<file path="config.mk">
export PLATFORM = sky130hd
export DESIGN_NAME = ioFreezeSeq
export DESIGN_NICKNAME = d
export VERILOG_FILES = /design/src/rtl/ioFreezePkg.sv /design/src/rtl/ioGapTimer.sv /design/src/rtl/ioFreezeCtrl.sv /design/src/rtl/ioFreezeDatapath.sv /design/src/rtl/ioFreezeSeq.sv
export SDC_FILE = /design/constraint.sdc
export NUM_CORES = 1
export LEC_CHECK = 0
export BUFFER_PORTS_ARGS = -buffer_cell sky130_fd_sc_hd__buf_2
export CAP_MARGIN = 20
export CELL_PAD_IN_SITES_DETAIL_PLACEMENT = 1
export CELL_PAD_IN_SITES_GLOBAL_PLACEMENT = 2
export CORE_MARGIN = 2
export CORE_UTILIZATION = 26
export DETAILED_ROUTE_END_ITERATION = 10
export PLACE_DENSITY = 0.7
export SYNTH_ARGS = -nofsm -noshare
export SYNTH_HDL_FRONTEND = slang
export SYNTH_SLANG_ARGS = --single-unit
</file>
<file path="constraint.sdc">
create_clock -name clk -period 1.2 [get_ports clk]
set_input_delay 0.18 -clock clk [delete_from_list [all_inputs] [get_ports clk]]
set_output_delay 0.18 -clock clk [all_outputs]
set_load 0.02 [all_outputs]
</file>
<file path="src/rtl/ioFreezePkg.sv">
package ioFreezePkg;

  typedef enum logic [1:0] {
    ST_IDLE     = 2'd0,
    ST_FRZ_WAIT = 2'd1,
    ST_THW_WAIT1 = 2'd2,
    ST_THW_WAIT2 = 2'd3
  } seqStateT;

  // one strobe per step of the two series
  typedef struct packed {
    logic frzDrive;
    logic frzHold;
    logic thwHold;
    logic thwPull;
    logic thwSlew;
  } stepStrobeT;

endpackage

</file>
<file path="src/rtl/ioGapTimer.sv">
module ioGapTimer #(
  parameter int GAP = 2
) (
  input  logic clk,
  input  logic rstN,
  input  logic load,
  output logic gapDone
);
  localparam int CW = (GAP < 2) ? 1 : $clog2(GAP + 1);
  localparam logic [CW-1:0] LOADVAL = CW'(GAP - 1);

  logic [CW-1:0] cnt;

  always_ff @(posedge clk or negedge rstN) begin
    if (!rstN) begin
      cnt <= '0;
    end else if (load) begin
      cnt <= LOADVAL;
    end else if (cnt != '0) begin
      cnt <= cnt - 1'b1;
    end
  end

  assign gapDone = (cnt == '0);
endmodule

</file>
<file path="src/rtl/ioFreezeCtrl.sv">
module ioFreezeCtrl
  import ioFreezePkg::*;
(
  input  logic       clk,
  input  logic       rstN,
  input  logic       freezeReq,
  input  logic       thawReq,
  input  logic       frozenNow,
  input  logic       gapDone,
  output stepStrobeT strobe,
  output logic       gapLoad,
  output logic       busy
);
  seqStateT state, stateNext;

  always_comb begin
    strobe    = '0;
    gapLoad   = 1'b0;
    stateNext = state;
    unique case (state)
      ST_IDLE: begin
        // freeze request takes priority over a simultaneous thaw request
        if (freezeReq) begin
          if (!frozenNow) begin
            strobe.frzDrive = 1'b1;
            gapLoad         = 1'b1;
            stateNext       = ST_FRZ_WAIT;
          end
        end else if (thawReq && frozenNow) begin
          strobe.thwHold = 1'b1;
          gapLoad        = 1'b1;
          stateNext      = ST_THW_WAIT1;
        end
      end
      ST_FRZ_WAIT: begin
        if (gapDone) begin
          strobe.frzHold = 1'b1;
          stateNext      = ST_IDLE;
        end
      end
      ST_THW_WAIT1: begin
        if (gapDone) begin
          strobe.thwPull = 1'b1;
          gapLoad        = 1'b1;
          stateNext      = ST_THW_WAIT2;
        end
      end
      ST_THW_WAIT2: begin
        if (gapDone) begin
          strobe.thwSlew = 1'b1;
          stateNext      = ST_IDLE;
        end
      end
      default: stateNext = ST_IDLE;
    endcase
  end

  always_ff @(posedge clk or negedge rstN) begin
    if (!rstN) state <= ST_IDLE;
    else       state <= stateNext;
  end

  assign busy = (state != ST_IDLE);
endmodule

</file>
<file path="src/rtl/ioFreezeDatapath.sv">
module ioFreezeDatapath
  import ioFreezePkg::*;
(
  input  logic       clk,
  input  logic       rstN,
  input  stepStrobeT strobe,
  output logic       slewEnN,
  output logic       pullEnN,
  output logic       triN,
  output logic       holdN,
  output logic       cfgDone,
  output logic       frozen
);
  always_ff @(posedge clk or negedge rstN) begin
    if (!rstN) begin
      slewEnN <= 1'b0;
      pullEnN <= 1'b0;
      triN    <= 1'b0;
      holdN   <= 1'b0;
      cfgDone <= 1'b0;
      frozen  <= 1'b1;
    end else begin
      if (strobe.frzDrive) begin
        slewEnN <= 1'b0;
        pullEnN <= 1'b0;
        triN    <= 1'b0;
      end
      if (strobe.frzHold) begin
        holdN   <= 1'b0;
        cfgDone <= 1'b0;
        frozen  <= 1'b1;
      end
      if (strobe.thwHold) begin
        holdN   <= 1'b1;
        cfgDone <= 1'b1;
      end
      if (strobe.thwPull) begin
        pullEnN <= 1'b1;
        triN    <= 1'b1;
      end
      if (strobe.thwSlew) begin
        slewEnN <= 1'b1;
        frozen  <= 1'b0;
      end
    end
  end
endmodule

</file>
<file path="src/rtl/ioFreezeSeq.sv">
module ioFreezeSeq
  import ioFreezePkg::*;
#(
  parameter int GAP = 2
) (
  input  logic clk,
  input  logic rstN,
  input  logic freezeReq,
  input  logic thawReq,
  output logic slewEnN,
  output logic pullEnN,
  output logic triN,
  output logic holdN,
  output logic cfgDone,
  output logic frozen,
  output logic busy
);
  stepStrobeT strobe;
  logic       gapLoad;
  logic       gapDone;

  ioFreezeCtrl uCtrl (
    .clk       (clk),
    .rstN      (rstN),
    .freezeReq (freezeReq),
    .thawReq   (thawReq),
    .frozenNow (frozen),
    .gapDone   (gapDone),
    .strobe    (strobe),
    .gapLoad   (gapLoad),
    .busy      (busy)
  );

  ioGapTimer #(.GAP(GAP)) uGap (
    .clk     (clk),
    .rstN    (rstN),
    .load    (gapLoad),
    .gapDone (gapDone)
  );

  ioFreezeDatapath uData (
    .clk     (clk),
    .rstN    (rstN),
    .strobe  (strobe),
    .slewEnN (slewEnN),
    .pullEnN (pullEnN),
    .triN    (triN),
    .holdN   (holdN),
    .cfgDone (cfgDone),
    .frozen  (frozen)
  );
endmodule

</file>
==> impl_metrics.ini <==
[hold_path]
min_to = uCtrl.state[0]$_DFFE_PN0P_
hold_class = input pin to flip-flop
min_path_cells = 3
hp-start = freezeReq

[placement]
dp_slack_ns = -0.0390
place.gp.congestion = 0.658
io_buffers = 10
placement.cell_area_um2 = 495
dpl.hpwl_um = 670

[logic_synthesis]
netlist_area_um2 = 415
avgSynthCellArea_um2 = 10.1
syn-num-nets = 46
seq_area_frac_synth_pct = 48.5
ys_types = 20
synth_seq_cells = 8
synth_cells = 41
synth-warning-count = 0

[cells_and_area]
finalInstanceArea_um2 = 583
fin_nets = 66
diodes = 0
syn_to_final_growth_pct = 40.4
drive_gt1_share_pct = 50.0
final_cell_mix = buf_2, buf_4, dfrtp_1, o21ai_0, a21oi_1

[clock_network]
cts_tree = done
cts_sinks = 8
cts-buffers-inserted = 3
cts_root_buf = clkbuf_4
clock_path_buffers = 2
clock_latency_ns = 0.26
h-tree-depth = 1
path_clk_slew_ns = 0.06

[global_routing]
grt_max_degree = 9
grt_pass1_wl_um = 1510
antenna_found_initial = 0
grt_overflow = 0
groute.usage.overall_pct = 11.4
grt_pass1_vias = 345

[routing]
routed_via_density = 4.68
drc = 0
drt_iter0_drc = 3
top_layer_used = met4
met1Wirelength_um = 403
drt_pre_antenna_iters = 2
met2_length_um = 434
wirelength_um = 916
routedWlPerCell_um = 12.1
final_antenna_net_count = 0
wl_met3_um = 56
via_count = 356

[critical_path]
r2r-end = uGap.cnt[0]$_DFFE_PN0P_
crit_required_ns = 1.02
reg2reg_from = uData.frozen$_DFFE_PN1P_
start_kind = flip-flop
reg2reg_slack_ns = 0.06
cp.depth = 1
cp_slowest_cell = dfstp_2
critPathMaxFanout = 4
end_kind = output port
slowest_delay_ns = 0.57
critPathKind = flip-flop to output port
reg2reg_depth = 3
path_delay_family = flip-flops
arrival_ns = 0.99
crit_chain = buf_4
path_buf_inv = 1

[sta]
min_period_ns = 1.17
final-setup-viol-count = 0
max_slew_margin_pct = 85.4
holdWs_ns = 0.269
fin_skew_ns = 0.00806
finalCritPeriodShare_pct = 97.1
maxSlewViolCount = 0
rsz0062_at_grt = no
finalHoldViolations = 0
fin_ws_ns = 0.0347
tightest_slew_ns = 0.219
max_freq_mhz = 858

[floorplan]
io_pins = 11
die_h_um = 44.0
start_util_pct = 27.6
dieArea_mm2 = 0.00193
core-area_mm2 = 0.00151
fp.dieW_um = 44.0
rows = 14

[run_status]
status = completed

[power_and_ir_drop]
p_per_area_mw_per_mm2 = 3080
leakagePower_nw = 0.276
vdd_drop_max_v = 0.000933

[flow_run]
maxCapViolCount = 0
[metal layers]
| metal | vias up | GRT usage, % |
|---|---|---|
| met5 | - | 0 |
| met4 | 0 | 7.27 |
| met3 | 3 | 5.00 |
| met2 | 12 | 17.1 |
| met1 | 163 | 13.1 |
| li1 | 178 | - |
[metrics by stage]
| step | util [%] | total power, mW | setup TNS [ns] | cells |
|---|---|---|---|---|
| floorplan | - | 1.13 | 0 | 41 |
| global placement | 32.9 | 1.38 | -0.0886 | 68 |
| detailed placement | 32.9 | 1.39 | -0.0763 | 68 |
| CTS | 37.3 | 1.74 | 0 | 75 |
| global route | 38.7 | 1.96 | 0 | 76 |
| finish | 38.7 | 1.80 | 0 | 76 |
[synth_stat cells]
cell      number  area (um2)
dfrtp_1        7         175
o21ai_0        5        25.0
a21oi_1        4        20.0
inv_1          4        15.0
nor2_1         3        11.3
buf_4          2        15.0
nand2_1        2        7.51
nand2b_1       2        12.5
a311oi_2       1        15.0
and2_1         1        6.26
buf_2          1        5.00
dfstp_2        1        26.3
ha_1           1        12.5
nand2b_4       1        13.8
nand3_1        1        5.00
nand3b_4       1        20.0
nor2b_1        1        6.26
o221ai_1       1        8.76
o22ai_1        1        6.26
xor2_1         1        8.76
[layout make-up]
class	count	area, um2
Clock buffer	4	26.3
Fill cell	180	923
Inverter	4	17.5
Multi-Input combinational cell	26	194
Sequential cell	8	204
Tap cell	16	20.0
Timing Repair Buffer	18	121
[report_power, final]
group	total, mW	internal [mW]	leakage (nW)	switching [mW]
Clock	0.227	0.128	0.0150	0.0994
Sequential	0.527	0.422	0.0903	0.105
Combinational	1.04	0.501	0.170	0.542
[how the worst max path moves through the flow]
stage	start	endpoint	slack (ns)
floorplan	uGap.cnt[0]$_DFFE_PN0P_	uGap.cnt[1]$_DFFE_PN0P_	0.007
global placement	uGap.cnt[0]$_DFFE_PN0P_	uGap.cnt[1]$_DFFE_PN0P_	-0.05
detailed placement	uGap.cnt[0]$_DFFE_PN0P_	uGap.cnt[1]$_DFFE_PN0P_	-0.04
CTS	uData.frozen$_DFFE_PN1P_	frozen	0.005
global route	uData.frozen$_DFFE_PN1P_	frozen	0.002
finish	uData.frozen$_DFFE_PN1P_	frozen	0.03
[registers in the layout, summed over array words and instances (netlist names)]
name / cells
uData.frozen: 1
uData.cfgDone: 1
uData.slewEnN: 1
uData.triN: 1
uCtrl.state: 2
uGap.cnt: 2
[logic make-up after synthesis]
family,after synthesis,share of synthesized area [%]
AO/OA/AOI/OAI,12,18.1
AND/OR/NAND/NOR,12,19.9
flip-flops,8,48.5
buffers and inverters,7,8.43
XOR/XNOR,1,2.11
adder cells (fa/ha/maj),1,3.01
[timing repair]
action                                  4_1_cts  5_1_grt
gates resized for setup                       6        5
hold buffers                                  1        0
pin swaps                                     0        2
endpoints found under the setup margin        4        4
setup buffers                                 2        1
endpoints found under the hold margin         8        0
No activity file was read; power rests on OpenSTA's default activity.
